===== src/rtl/irq_pend_pkg.sv =====
package irq_pend_pkg;
    localparam logic [15:0] SLOT_BASE = 16'h1000;
    localparam logic [7:0]  ATTR_RST  = 8'hC0;
    localparam logic [7:0]  ATTR_KEEP = 8'hC7;

    typedef enum logic [1:0] {
        LANE_PEND = 2'd0,
        LANE_EN   = 2'd1,
        LANE_ATTR = 2'd2,
        LANE_CTL  = 2'd3
    } lane_e;

    typedef enum logic {
        TRIG_FOLLOW = 1'b0,
        TRIG_LATCH  = 1'b1
    } trig_e;

    function automatic logic [7:0] ctl_fill(input int unsigned bits);
        logic [7:0] m;
        m = '0;
        for (int b = 0; b < 8; b++) begin
            if (b < 8 - int'(bits)) m[b] = 1'b1;
        end
        return m;
    endfunction
endpackage


===== src/rtl/irq_sync.sv =====
module irq_sync #(
    parameter int WIDTH = 8
) (
    input  logic             clk_i,
    input  logic             rst_ni,
    input  logic [WIDTH-1:0] async_i,
    output logic [WIDTH-1:0] sync_o
);
    logic [WIDTH-1:0] meta_q;
    logic [WIDTH-1:0] stab_q;

    always_ff @(posedge clk_i) begin
        if (!rst_ni) begin
            meta_q <= '0;
            stab_q <= '0;
        end else begin
            meta_q <= async_i;
            stab_q <= meta_q;
        end
    end

    assign sync_o = stab_q;
endmodule


===== src/rtl/irq_slot.sv =====
module irq_slot
    import irq_pend_pkg::*;
#(
    parameter int CTL_BITS = 6
) (
    input  logic       clk_i,
    input  logic       rst_ni,
    input  logic       line_i,
    input  logic       wr_pend_i,
    input  logic       wr_en_i,
    input  logic       wr_attr_i,
    input  logic       wr_ctl_i,
    input  logic [7:0] wdata_i,
    input  logic       take_i,
    output logic       pend_o,
    output logic       en_o,
    output logic [7:0] attr_o,
    output logic [7:0] ctl_o
);
    localparam logic [7:0] FILL = ctl_fill(CTL_BITS);

    logic       pend_q, en_q, prev_q;
    logic [7:0] attr_q, ctl_q;
    logic       act, rise, pend_d;
    trig_e      mode;

    assign mode = attr_q[1] ? TRIG_LATCH : TRIG_FOLLOW;
    assign act  = line_i ^ attr_q[2];
    assign rise = act & ~prev_q;

    always_comb begin
        pend_d = pend_q;
        unique case (mode)
            TRIG_FOLLOW: pend_d = act;
            TRIG_LATCH: begin
                if (rise)           pend_d = 1'b1;
                else if (take_i)    pend_d = 1'b0;
                else if (wr_pend_i) pend_d = wdata_i[0];
            end
            default: pend_d = pend_q;
        endcase
    end

    always_ff @(posedge clk_i) begin
        if (!rst_ni) begin
            pend_q <= 1'b0;
            en_q   <= 1'b0;
            prev_q <= 1'b0;
            attr_q <= ATTR_RST;
            ctl_q  <= FILL;
        end else begin
            pend_q <= pend_d;
            prev_q <= act;
            if (wr_en_i)   en_q   <= wdata_i[0];
            if (wr_attr_i) attr_q <= wdata_i & ATTR_KEEP;
            if (wr_ctl_i)  ctl_q  <= wdata_i | FILL;
        end
    end

    assign pend_o = pend_q;
    assign en_o   = en_q;
    assign attr_o = attr_q;
    assign ctl_o  = ctl_q;

    a_r5_level_tracks: assert property (@(posedge clk_i) disable iff (!rst_ni)
        $past(!attr_q[1]) |-> pend_q == $past(line_i ^ attr_q[2]));
    a_r6_latch_holds: assert property (@(posedge clk_i) disable iff (!rst_ni)
        $past(attr_q[1] && pend_q && !take_i && !wr_pend_i) |-> pend_q);
    a_r9_take_clears: assert property (@(posedge clk_i) disable iff (!rst_ni)
        $past(attr_q[1] && take_i && !(act && !prev_q)) |-> !pend_q);
    a_r10_rise_wins: assert property (@(posedge clk_i) disable iff (!rst_ni)
        $past(attr_q[1] && act && !prev_q) |-> pend_q);
    a_r3_reserved_zero: assert property (@(posedge clk_i) disable iff (!rst_ni)
        attr_o[5:3] == 3'b000);
    a_r4_fill_ones: assert property (@(posedge clk_i) disable iff (!rst_ni)
        (ctl_o & FILL) == FILL);
endmodule


===== src/rtl/irq_pend_bank.sv =====
module irq_pend_bank
    import irq_pend_pkg::*;
#(
    parameter int NUM_IRQ  = 8,
    parameter int CTL_BITS = 6,
    parameter int ADDR_W   = 16,
    parameter int IDX_W    = $clog2(NUM_IRQ)
) (
    input  logic                 clk_i,
    input  logic                 rst_ni,
    input  logic [NUM_IRQ-1:0]   irq_i,
    input  logic                 wr_en_i,
    input  logic [ADDR_W-1:0]    wr_addr_i,
    input  logic [7:0]           wr_data_i,
    input  logic                 take_i,
    input  logic [IDX_W-1:0]     take_idx_i,
    output logic [NUM_IRQ-1:0]   pend_o,
    output logic [NUM_IRQ-1:0]   en_o,
    output logic [8*NUM_IRQ-1:0] attr_o,
    output logic [8*NUM_IRQ-1:0] ctl_o
);
    localparam logic [ADDR_W-1:0] BASE = ADDR_W'(SLOT_BASE);

    logic [NUM_IRQ-1:0] line_s;
    logic [ADDR_W-1:0]  off;
    logic               hit;
    lane_e              lane;
    logic [3:0]         lane_sel;

    irq_sync #(.WIDTH(NUM_IRQ)) i_sync (
        .clk_i   (clk_i),
        .rst_ni  (rst_ni),
        .async_i (irq_i),
        .sync_o  (line_s)
    );

    assign off  = wr_addr_i - BASE;
    assign hit  = wr_en_i && (wr_addr_i >= BASE) &&
                  (off[ADDR_W-1:2] < (ADDR_W-2)'(NUM_IRQ));
    assign lane = lane_e'(off[1:0]);

    always_comb begin
        lane_sel = 4'b0000;
        unique case (lane)
            LANE_PEND: lane_sel[0] = hit;
            LANE_EN:   lane_sel[1] = hit;
            LANE_ATTR: lane_sel[2] = hit;
            LANE_CTL:  lane_sel[3] = hit;
            default:   lane_sel    = 4'b0000;
        endcase
    end

    for (genvar g = 0; g < NUM_IRQ; g++) begin : g_slot
        logic mine;
        assign mine = (off[ADDR_W-1:2] == (ADDR_W-2)'(g));
        irq_slot #(.CTL_BITS(CTL_BITS)) i_slot (
            .clk_i     (clk_i),
            .rst_ni    (rst_ni),
            .line_i    (line_s[g]),
            .wr_pend_i (mine && lane_sel[0]),
            .wr_en_i   (mine && lane_sel[1]),
            .wr_attr_i (mine && lane_sel[2]),
            .wr_ctl_i  (mine && lane_sel[3]),
            .wdata_i   (wr_data_i),
            .take_i    (take_i && (take_idx_i == IDX_W'(g))),
            .pend_o    (pend_o[g]),
            .en_o      (en_o[g]),
            .attr_o    (attr_o[8*g +: 8]),
            .ctl_o     (ctl_o[8*g +: 8])
        );
    end

    a_r2_one_lane: assert property (@(posedge clk_i) disable iff (!rst_ni)
        $onehot0(lane_sel));
endmodule


===== config.mk =====
export PLATFORM = sky130hd
export DESIGN_NAME = irq_pend_bank
export DESIGN_NICKNAME = d
export VERILOG_FILES = /design/src/rtl/irq_pend_pkg.sv /design/src/rtl/irq_sync.sv /design/src/rtl/irq_slot.sv /design/src/rtl/irq_pend_bank.sv
export SDC_FILE = /design/constraint.sdc
export NUM_CORES = 1
export LEC_CHECK = 0
export BUFFER_PORTS_ARGS = -buffer_cell sky130_fd_sc_hd__buf_2
export CAP_MARGIN = 20
export CORE_AREA = 2 2 116 174
export DETAILED_ROUTE_END_ITERATION = 12
export DIE_AREA = 0 0 118 176
export GPL_TIMING_DRIVEN = 0
export PLACE_DENSITY_LB_ADDON = 0.3
export SLEW_MARGIN = 15
export SYNTH_ARGS = -nofsm -noshare
export SYNTH_HDL_FRONTEND = slang
export SYNTH_SLANG_ARGS = --single-unit

===== constraint.sdc =====
create_clock -name clk_i -period 5.6 [get_ports clk_i]
set_input_delay 1.12 -clock clk_i [delete_from_list [all_inputs] [get_ports clk_i]]
set_output_delay 1.12 -clock clk_i [all_outputs]
set_load 0.02 [all_outputs]

### After elaboration in Yosys (flattened, before gate mapping)

Index checks and enable logic that the tools add are counted.

| word-level totals | value |
|---|---|
| flip-flop bits (word level) | 128 |
| input bits | 39 |
| logic and storage cells | 191 |

| cells by class | value |
|---|---|
| add/sub/neg operators | 1 |
| $lt $le $gt $ge | 2 |
| eq/ne operators | 25 |
| multiplexer cells | 44 |
| bitwise logic cells | 32 |
| reductions and logical operators | 45 |

Operators with widths:

| kind | number |
|---|---|
| == test 14 x 3 -> 1 bit, second input constant | 4 |
| logical AND 1 bit | 42 |
| 2-to-1 mux 1 bit | 36 |
| inequality test 4 x 1 -> 1 bit, second input constant | 8 |
| == test 14 x 2 -> 1 bit, second input constant | 2 |
| >= comparator 16 x 13 -> 1 bit, second input constant | 1 |
| NOT 1 bit | 16 |
| one-hot mux 1 bit (2 select lines) | 8 |
| subtractor 16 x 13 -> 16 bit, second input constant | 1 |
| == test 14 x 1 -> 1 bit, second input constant | 1 |
| zero test 14 bit | 1 |
| < comparator 14 x 4 -> 1 bit, second input constant | 1 |
| == test 3 bit, second input constant | 4 |
| AND 1 bit | 8 |
| XOR 1 bit | 8 |
| == test 3 x 2 -> 1 bit, second input constant | 2 |
| == test 2 bit, second input constant | 2 |
| == test 3 x 1 -> 1 bit, second input constant | 1 |
| zero test 3 bit | 1 |
| == test 2 x 1 -> 1 bit, second input constant | 1 |
| zero test 2 bit | 1 |

### Depth between registers and ports, before layout

Gate-level depths: netlist of run 1.

| logic depth | value |
|---|---|
| word-level depth | 9 |
| depth in mapped cells | 6 |
| depth with buffers taken out | 4 |

### Modules after synthesis

A second synthesis of run 1 with hierarchy kept.

| second synthesis, totals | value |
|---|---|
| cells, all modules | 548 |
| area total of the unflattened synthesis | 5655.4 µm² |

By module, submodules not included:

| module | times used | cells each | area each (µm²) |
|---|---|---|---|
| irq_slot | 8 | 55 | 593.1 |
| irq_pend_bank | 1 | 75 | 464.2 |
| irq_sync | 1 | 33 | 446.7 |

### Worst setup path before layout of run 1

Ideal clock, no wire load.

| timing path | value |
|---|---|
| path type | input port to flip-flop |
| start point | input wr_addr_i[11] |
| end point | register g_slot[5].i_slot.en_q |
| library setup time | 0.131 ns |
| arrival | 2.668 ns |
| data required time | 5.469 ns |
| setup slack | 2.801 ns |
| stages on the path | 5 |
| buffers on the path | 1 |
| cell sequence | or4b_1 buf_6 or4_4 o311ai_2 o41ai_2 |

| between the ends | value |
|---|---|
| longest elaborated chain between the ends | 5 |
| elaborated cells between the ends (all ways) | 8 |
| classes of those cells | add/sub (1); order compare (2); eq/ne (1); mux (1); reduce/logical (3) |

RTL lines:

| item | RTL line | RTL |
|---|---|---|
| start, declared | irq_pend_bank.sv:13 | `input logic [ADDR_W-1:0] wr_addr_i,` |
| subtractor 16 x 13 -> 16 bit or >= comparator 16 x 13 -> 1 bit (tied branches) | irq_pend_bank.sv:37, irq_pend_bank.sv:38 |  |
| < comparator 14 x 4 -> 1 bit or logical AND 1 bit (tied branches) | irq_pend_bank.sv:39, irq_pend_bank.sv:38 |  |
| logical AND 1 bit | irq_pend_bank.sv:38 | `assign hit = wr_en_i && (wr_addr_i >= BASE) &&` |
| 2-to-1 mux 1 bit | irq_pend_bank.sv:44 | `unique case (lane)` |
| logical AND 1 bit (*) | irq_pend_bank.sv:61 | `.wr_en_i (mine && lane_sel[1]),` |
| end signal, assigned | irq_slot.sv:54 | `if (wr_en_i) en_q <= wdata_i[0];` |
| end, declared | irq_slot.sv:22 | `logic pend_q, en_q, prev_q;` |

Mark *: on every way between the ends. The rest lies on a longest branch, timed or not.
A chain may end at the register's enable or synchronous reset.

### Worst setup path in the final report of run 1

| timing path | value |
|---|---|
| start point | input wr_addr_i[3] |
| end point | register g_slot[7].i_slot.ctl_q[4] |

| between the ends | value |
|---|---|
| longest elaborated chain between the ends | 5 |
| elaborated cells between the ends (all ways) | 8 |
| classes of those cells | add/sub (1); order compare (2); eq/ne (1); mux (1); reduce/logical (3) |

RTL lines:

| item | RTL line | RTL |
|---|---|---|
| subtractor 16 x 13 -> 16 bit or >= comparator 16 x 13 -> 1 bit (tied branches) | irq_pend_bank.sv:37, irq_pend_bank.sv:38 |  |
| < comparator 14 x 4 -> 1 bit or logical AND 1 bit (tied branches) | irq_pend_bank.sv:39, irq_pend_bank.sv:38 |  |
| logical AND 1 bit | irq_pend_bank.sv:38 |  |
| 2-to-1 mux 1 bit | irq_pend_bank.sv:44 |  |
| logical AND 1 bit (*) | irq_pend_bank.sv:63 | `.wr_ctl_i (mine && lane_sel[3]),` |
| end signal, assigned | irq_slot.sv:56 | `if (wr_ctl_i) ctl_q <= wdata_i \| FILL;` |
| end, declared | irq_slot.sv:23 | `logic [7:0] attr_q, ctl_q;` |

Marks and branches as above.

==> results of run 1 <==
[stage by stage]
| step | setup WS, ns | hold slack (ns) | area [sq um] | util (%) |
|---|---|---|---|---|
| CTS | 2.659 | 0.4352 | 7476 | 39.02 |
| floorplan | 2.801 | 0.4119 | 5817 | - |
| detailed placement | 2.241 | 0.4215 | 6857 | 35.78 |
| global placement | 2.069 | 0.4149 | 6843 | 35.71 |
| global route | 2.517 | 0.4425 | 7476 | 39.02 |
| finish | 2.673 | 0.4321 | 7476 | 39.02 |
[layout make-up]
| class | count | area [sq um] |
|---|---|---|
| buffer | 92 | 599.3 |
| clock buffer | 19 | 432.9 |
| clock inverter | 13 | 186.4 |
| fill | 2008 | 11690 |
| inverter | 2 | 7.507 |
| multi-input combinational | 395 | 2654 |
| sequential | 128 | 2562 |
| tap | 256 | 320.3 |
| timing repair buffer | 142 | 713.2 |
[cells by family after synthesis]
family,share of synthesized area (%)
flip-flops,45.16
buffers and inverters,10.69
AND/OR/NAND/NOR,22.71
multiplexers,16.93
other,0.1324
AO/OA/AOI/OAI,3.132
XOR/XNOR,1.235
[placed cells by master, fill, tap and decap left out, types with 3 or more instances in the layout]
cell type / netlist / layout
and2_1: 22 / 22
mux2i_1: 96 / 96
a2bb2oi_1: 3 / 3
buf_2: 2 / 143
conb_1: 2 / 40
buf_1: 3 / 3
nor2b_1: 24 / 24
xnor2_1: 4 / 4
buf_4: 65 / 66
o31ai_1: 4 / 4
nand2_1: 104 / 104
clkinvlp_4: 0 / 4
nand3b_1: 3 / 3
bufinv_16: 0 / 4
nor4_2: 3 / 4
clkbuf_16: 0 / 17
nand4b_1: 3 / 3
dfxtp_1: 128 / 128
nand4_2: 7 / 7
xor2_1: 4 / 4
nand4_1: 10 / 10
a21oi_1: 6 / 6
nor4b_1: 3 / 3
clkbuf_1: 21 / 23
a31oi_1: 3 / 3
nand3_1: 9 / 9
nor2_1: 11 / 11
[routing by layer]
layer / vias to the layer above / track usage, % / routed length (microns)
li1: 2267 / - / -
met1: 2115 / 17.21 / 6414
met2: 149 / 29.26 / 8796
met3: 28 / 4.360 / 1020
met4: 0 / 7.229 / 435
met5: - / 0 / 0
[worst register-to-register path: stages, from the launching register on]
cell and delay, ns:
dfxtp_1 0.38, xnor2_1 0.13, o2111ai_1 0.21, a21oi_1 0.06, a311oi_1 0.29
[flip-flops by register name, summed over array words and instances (netlist names)]
signal and flops:
g_slot.i_slot.en_o 8, g_slot.i_slot.prev_q 8, i_sync.meta_q 8, g_slot.i_slot.pend_o 8, g_slot.i_slot.attr_o 40, i_sync.sync_o 8
g_slot.i_slot.ctl_o 48
[worst min path at each step]
stage | start | to | slack (ns) | depth (start not counted)
floorplan | i_sync.meta_q[0] | i_sync.sync_o[0] | 0.41 | 1
global placement | i_sync.meta_q[7] | i_sync.sync_o[7] | 0.41 | 1
detailed placement | i_sync.meta_q[2] | i_sync.sync_o[2] | 0.42 | 1
CTS | i_sync.meta_q[4] | i_sync.sync_o[4] | 0.44 | 1
global route | i_sync.meta_q[4] | i_sync.sync_o[4] | 0.44 | 1
finish | i_sync.meta_q[0] | i_sync.sync_o[0] | 0.43 | 1
[power by group through the flow]
stage                     logic [W]  clock network (W)  registers (W)
final                      0.000144            0.00117       0.000923
after global routing       0.000156            0.00123       0.000923
after CTS                  0.000145            0.00119       0.000922
after detailed placement   0.000145                  0       0.000943
after global placement     0.000143                  0       0.000943
after floorplan           0.0000991                  0       0.000941
[synthesized netlist by cell type, drive strengths merged (6+ instances only)]
master  count  area, sq um
nand2     104        390.4
nor4        7        77.58
clkbuf     21        78.83
nand3      11        65.06
a21oi       6        30.03
buf        71        520.5
nand4      17        150.1
dfxtp     128         2562
mux2i      96        960.9
and2       22        137.6
nor2       12        47.55
nor2b      25        163.9
==> results.yml, run 1 <==
outcome:
  status: "completed"
worst_setup_path:
  r2r-start: "g_slot[5].i_slot.attr_o[2]"
  crit_path_max_fanout: 8
  crit_path_top_delay_cell: "nor3_1"
  rr_endpoint: "g_slot[5].i_slot.pend_o"
  critPathCaptureType: "flip-flop"
  cpPeakStageDelay_ns: 0.88
  worst-path-stages: 5
  cp_num_buf_inv: 1
  r2r_cells: 4
  critical-path-top-delay-family: "simple AND/OR/NAND/NOR gates"
  critPathMostFrequentCell: "nand2_1"
  worstPathRequired_ns: 5.88
  crit_type: "primary input to flip-flop"
  reg2reg_slack_ns: 4.42
  crit_end: "g_slot[7].i_slot.ctl_o[4]"
  worst_setup_path_start_kind: "primary input"
  crit_chain: "clkbuf_1 > nand2_1 > nor3_1 > nand2_1 > mux2i_1"
  arrival_ns: 3.20
  startpoint: "wr_addr_i[3]"
drt:
  wl_per_cell_microns: 15.92
  first_iter_violations: 155
  drc: 0
  wl_microns: 16670
  viasPerCell: 4.354
  detail-route-antenna-nets: 0
  vias: 4559
  dr.pass1.iters: 4
global_route:
  gr-total-overflow: 0
  grt_pass1_vias: 4474
  antenna_found_initial: 0
  track_usage_pct: 16.04
  grt_max_degree: 17
  grt_first_pass_wirelength_microns: 25290
cts:
  cts_resized: 0
  cts_buffer_depth: 2
  numCtsBuffers: 17
  tritoncts: "built"
  clk_latency_ns: 0.41
  htree_levels: 4
  postCtsHoldBufs: 0
  root_buffer: "clkbuf_16"
  cts_setup_buffers: 0
  cts_sinks: 128
  clk_pin_slew_worst_paths_ns: 0.06
timing:
  finalSetupViolCount: 0
  slew_viol_final: 0
  fin_setup_tns_ns: 0
  maxSlewHeadroom_pct: 24.73
  fmax_ghz: 0.3416
  finalCriticalPeriod_ns: 2.927
  tightestPinTransition_ns: 1.120
  hold_violations: 0
  final.period_utilization_pct: 52.27
  final.setup_skew_ns: 0.005576
  rsz0062_at_grt: "false"
synth:
  synth_cells: 579
  syn_avg_cell_area_sq_um: 9.800
  syn_area_sq_um: 5674
  ys.warnings.count: 0
  ys_seq_area_share_pct: 45.16
  synth-seq-cells: 128
  synth_top_flop_cell: "dfxtp_1"
  ys_async_sr_fraction_pct: 0
  synth-edff-count: 0
  synth_cell_types: 52
floorplan:
  num_rows: 62
  die_h_microns: 176
  io_pins: 183
  start_util_pct: 29.61
  die_x_microns: 118
  die_area_sq_um: 20770
  fp.coreArea_sq_um: 19160
layout:
  drive_gt1_share_pct: 33.50
  fin_cells: 1047
  nets: 817
  synthToLayoutAreaGrowth_pct: 31.75
  num_antenna_cells: 0
power_and_ir_drop:
  power_frac_comb_pct: 6.4
  ir_worst_vdd_mv: 0.1438
  intPower_w: 0.001717
  p_leak_nw: 3.866
  switching_share_pct: 23.20
  totalPowerFinal_w: 0.002236
  seq_power_share_pct: 41.3
  switchingPower_w: 0.0005188
  p_per_area_nw_per_um2: 299.1
  power_frac_clock_pct: 52.3
place:
  port_buffers: 141
  numPlacedInstances: 1015
  place.gp.congestion: 0.8112
  dp_hpwl_microns: 12770
worst_hold_path:
  hp-class: "flip-flop to flip-flop"
job:
  cap_violations: 0
Power figures use the tool's default switching activity.
==> inputs of run 2 (changes only) <==
==> constraint.sdc (replaced) <==
create_clock -name clk_i -period 2.4 [get_ports clk_i]
set_input_delay 0.48 -clock clk_i [delete_from_list [all_inputs] [get_ports clk_i]]
set_output_delay 0.48 -clock clk_i [all_outputs]
set_load 0.02 [all_outputs]
==> run 2 against run 1 <==
  * Via count barely moved
  * Count of clock-buffer cells in the layout unchanged
  * Sequential power grew 130%
==> results.yml, run 2 (synthesized netlist as in run 1, its figures left out) <==
place:
  dp_hpwl_microns: 12770
  port_buffers: 141
  placed_cell_area_sq_um: 6857
  place.gp.congestion: 0.8112
layout:
  nets: 817
  largest_reg_flops: 48
  drive_gt1_share_pct: 33.63
  final_area_sq_um: 7481
  synthToLayoutAreaGrowth_pct: 31.84
  mostFrequentLayoutCell: "buf_2"
  nFillCells: 2007
  final_cell_mix: "143 x buf_2, 128 x dfxtp_1, 104 x nand2_1, 96 x mux2i_1, 66 x buf_4"
  num_antenna_cells: 0
timing:
  rsz0062_at_grt: "false"
  tightestPinTransition_ns: 0.7082
  fmax_ghz: 0.4816
  finalCriticalPeriod_ns: 2.077
  hold_violations: 0
  final.period_utilization_pct: 86.52
  slew_viol_final: 0
  whs_ns: 0.2723
  final.setup_skew_ns: 0.004856
  finalSetupViolCount: 0
  maxSlewHeadroom_pct: 52.79
job:
  cap_violations: 0
outcome:
  status: "completed"
drt:
  wl_microns: 16680
  viasPerCell: 4.351
  wl_per_cell_microns: 15.93
  dr.pass1.iters: 4
  detail-route-antenna-nets: 0
  vias: 4556
  drc: 0
  first_iter_violations: 168
global_route:
  antenna_found_initial: 0
  grt_max_degree: 17
  grt_pass1_vias: 4474
  grt_first_pass_wirelength_microns: 25290
  gr-total-overflow: 0
  track_usage_pct: 16.04
worst_setup_path:
  critPathCaptureType: "flip-flop"
  arrival_ns: 2.41
  r2r-start: "g_slot[5].i_slot.attr_o[2]"
  rr_endpoint: "g_slot[5].i_slot.pend_o"
  r2r_cells: 4
  crit_path_max_fanout: 10
  worst_setup_path_start_kind: "primary input"
  reg2reg_slack_ns: 1.22
  crit_type: "primary input to flip-flop"
  worstPathRequired_ns: 2.73
cts:
  cts_setup_buffers: 0
  cts_sinks: 128
  tritoncts: "built"
  postCtsHoldBufs: 0
  cts_buffer_depth: 2
  clk_pin_slew_worst_paths_ns: 0.06
  root_buffer: "clkbuf_16"
  htree_levels: 4
  clk_latency_ns: 0.41
  numCtsBuffers: 17
power_and_ir_drop:
  p_per_area_nw_per_um2: 697.9
  p_leak_nw: 3.867
  ir_worst_vdd_mv: 0.3357
floorplan:
  start_util_pct: 29.61
  fp.coreArea_sq_um: 19160
  io_pins: 183
  die_x_microns: 118
  num_rows: 62
  die_h_microns: 176
  die_area_sq_um: 20770
worst_hold_path:
  min_path_cells: 2
  hp-class: "primary input to flip-flop"
  min_to: "i_sync.meta_q[5]"
  min_from: "irq_i[5]"
run 2: area by class of cell:
class                      instances  area, sq um  area share [%]
clock buffer                      19        432.9           5.787
timing repair buffer             142        713.2           9.533
clock inverter                    13        186.4           2.492
inverter                           2        7.507          0.1004
sequential                       128         2562           34.25
multi-input combinational        395         2659           35.54
tap                              256        320.3           4.282
buffer                            92        599.3           8.011
run 2: routing by layer:
metal	routed length [microns]	global-route usage [%]
met3	1058	4.360
met2	8769	29.26
met5	0	0
met4	452	7.229
met1	6395	17.21
run 2: stage by stage:
stage                     TNS, ns  cells  utilization, %  total power (W)  setup slack (ns)
final                           0   1047           39.04         0.005221            0.3235
after global routing            0   1047           39.04         0.005397            0.2019
after CTS                       0   1047           39.02         0.005270           0.09901
after detailed placement   -10.05   1015           35.78         0.002537           -0.3194
after global placement     -17.10   1014           35.71         0.002533           -0.4910
after floorplan                 0    617               -         0.002428            0.2406
run 2: critical path: stages:
cell	delay, ns
buf_2	0.10
clkbuf_1	0.50
clkbuf_1	0.61
nand2_1	0.45
mux2i_1	0.24
run 2: repair_timing:
| item | 4_1_cts | 5_1_grt |
|---|---|---|
| endpoints found under the setup margin | 0 | 4 |
| resized for setup | 0 | 1 |
| endpoints found under the hold margin | 0 | 0 |
run 2: worst max path at each step:
stage	start	to	slack (ns)	depth (start not counted)
6_report	rst_ni	g_slot[7].i_slot.ctl_o[4]	0.32	5
2_1_floorplan	wr_addr_i[11]	g_slot[5].i_slot.en_o	0.24	5
5_1_grt	rst_ni	g_slot[5].i_slot.ctl_o[6]	0.20	5
3_5_place_dp	wr_addr_i[3]	g_slot[7].i_slot.ctl_o[4]	-0.32	5
4_1_cts	wr_addr_i[3]	g_slot[7].i_slot.ctl_o[4]	0.1	5
3_3_place_gp	wr_addr_i[6]	g_slot[4].i_slot.ctl_o[2]	-0.49	4
run 2: power by group:
| group | switching, W | internal (W) | leakage (nW) |
|---|---|---|---|
| registers | 0.00000770 | 0.00214 | 1.04 |
| clock network | 0.000990 | 0.00174 | 0.290 |
| logic | 0.000217 | 0.000120 | 2.54 |
| total | 0.00121 | 0.00401 | 3.87 |
==> inputs of run 3 (changes only) <==
--- a/config.mk
+++ b/config.mk
@@ -11,7 +11,7 @@
 export DETAILED_ROUTE_END_ITERATION = 12
 export DIE_AREA = 0 0 118 176
 export GPL_TIMING_DRIVEN = 0
-export PLACE_DENSITY_LB_ADDON = 0.3
+export PLACE_DENSITY_LB_ADDON = 0.15
 export SLEW_MARGIN = 15
 export SYNTH_ARGS = -nofsm -noshare
 export SYNTH_HDL_FRONTEND = slang
==> run 3 against run 2 <==
  * Hold slack improved by 0.0061 ns
  * Clock power shrank 7%
  * Routed wire length rose by 1.7%
  * Worst setup slack lost 0.053 ns
  * Via count up 0.42%
  * Combinational power about the same
  * Total power shrank 3.5%
  * Clock skew hardly changed
  * Global-route usage rose by 0.62 points
  * Sequential power is essentially flat
  * Critical path depth rose by 1
  * Core utilization is 0.21 points lower
==> results.yml, run 3 (synthesized netlist as in run 1, its figures left out) <==
worst_setup_path:
  cpPeakStageDelay_ns: 0.57
  critPathMostFrequentCell: "clkbuf_1"
  crit_type: "primary input to flip-flop"
  arrival_ns: 2.46
  critPathCaptureType: "flip-flop"
  worstPathRequired_ns: 2.73
  crit_chain: "buf_2 > clkbuf_1 > clkbuf_1 > clkbuf_1 > nand4_1 > a2bb2oi_1"
  crit_path_top_delay_cell: "clkbuf_1"
  crit_path_max_fanout: 10
  worst_setup_path_start_kind: "primary input"
drt:
  viasPerCell: 4.370
  detail-route-antenna-nets: 0
  wl_per_cell_microns: 16.20
  wl_microns: 16960
  vias: 4575
  dr.pass1.iters: 4
  first_iter_violations: 142
  drc: 0
layout:
  nets: 817
  largest_reg_flops: 48
  nFillCells: 1984
  synthToLayoutAreaGrowth_pct: 31.14
  final_cell_mix: "144 x buf_2, 128 x dfxtp_1, 104 x nand2_1, 96 x mux2i_1, 65 x buf_4"
  drive_gt1_share_pct: 33.75
  final_core_util_pct: 38.83
  num_antenna_cells: 0
  mostFrequentLayoutCell: "buf_2"
cts:
  tritoncts: "built"
  htree_levels: 4
  cts_resized: 0
  clk_pin_slew_worst_paths_ns: 0.06
  cts_setup_buffers: 0
  numCtsBuffers: 17
  cts_sinks: 128
  root_buffer: "clkbuf_16"
  cts_buffer_depth: 2
  clk_latency_ns: 0.40
  postCtsHoldBufs: 0
floorplan:
  die_area_sq_um: 20770
  die_x_microns: 118
  start_util_pct: 29.61
  die_h_microns: 176
  io_pins: 183
  num_rows: 62
  fp.coreArea_sq_um: 19160
timing:
  final.period_utilization_pct: 88.73
  fmax_ghz: 0.4696
  hold_violations: 0
  rsz0062_at_grt: "false"
  whs_ns: 0.2784
  finalSetupViolCount: 0
  final.setup_skew_ns: 0.004751
  tightestPinTransition_ns: 0.9167
  finalCriticalPeriod_ns: 2.129
  slew_viol_final: 0
  fin_setup_tns_ns: 0
  maxSlewHeadroom_pct: 38.38
global_route:
  grt_busiest_layer: "met2"
  grt_pass1_vias: 4688
  grt.met2_usage_pct: 30.64
  grt_max_degree: 17
  gr-total-overflow: 0
  met3_usage_pct: 4.942
  track_usage_pct: 16.66
  grt_first_pass_wirelength_microns: 26570
  use_met1_pct: 18.18
  antenna_found_initial: 0
place:
  dp_hpwl_microns: 13080
  port_buffers: 141
  place.gp.congestion: 0.7927
power_and_ir_drop:
  p_per_area_nw_per_um2: 677.3
  switchingPower_w: 0.001235
  power_frac_comb_pct: 6.6
  intPower_w: 0.003804
  ir_worst_vdd_mv: 0.4071
  seq_power_share_pct: 42.7
  p_leak_nw: 3.852
  power_frac_clock_pct: 50.7
  totalPowerFinal_w: 0.005040
  switching_share_pct: 24.51
outcome:
  status: "completed"
job:
  cap_violations: 0
worst_hold_path:
  hp-class: "primary input to flip-flop"
-- run 3: power by group through the flow --
stage,Sequential (W),Combinational (W),Clock [W]
2_1_floorplan,0.00220,0.000231,0
3_3_place_gp,0.00220,0.000329,0
3_5_place_dp,0.00220,0.000335,0
4_1_cts,0.00215,0.000335,0.00260
5_1_grt,0.00215,0.000365,0.00271
6_report,0.00215,0.000335,0.00255
-- run 3: metrics by stage --
stage | cells | setup slack [ns] | instance area (sq um)
finish | 1047 | 0.2706 | 7441
global placement | 1014 | -0.4303 | 6843
floorplan | 617 | 0.2406 | 5817
global route | 1047 | 0.04308 | 7441
detailed placement | 1014 | -0.3752 | 6849
CTS | 1046 | 0.05256 | 7436
-- run 3: worst paths after layout --
check | start | end | slack (ns) | cells past startpoint
worst max-delay path | rst_ni | g_slot[7].i_slot.pend_o | 0.27 | 6
worst min register to register | i_sync.meta_q[7] | i_sync.sync_o[7] | 0.43 | 1
worst max register to register | g_slot[5].i_slot.attr_o[2] | g_slot[5].i_slot.pend_o | 1.24 | 4
worst min-delay path | irq_i[5] | i_sync.meta_q[5] | 0.28 | 2
-- run 3: critical path, delay by kind of cell --
family | cells | cell delay (ns)
buffers and inverters | 4 | 1.57
AO/OA/AOI/OAI | 1 | 0.17
AND/OR/NAND/NOR | 1 | 0.21
-- run 3: area by class of cell --
type / instances / area, sq um / area share, %
buffer: 92 / 599.3 / 8.054
clock buffer: 17 / 425.4 / 5.717
clock inverter: 15 / 161.4 / 2.169
inverter: 2 / 7.507 / 0.1009
multi-input combinational: 395 / 2654 / 35.67
sequential: 128 / 2562 / 34.44
tap: 256 / 320.3 / 4.305
timing repair buffer: 142 / 710.7 / 9.551
-- run 3: per-layer routing --
layer	share of wire [%]	wire [microns]
met5	0	0
met4	1.9	318
met3	5.9	1001
met2	52	8876
met1	40	6766
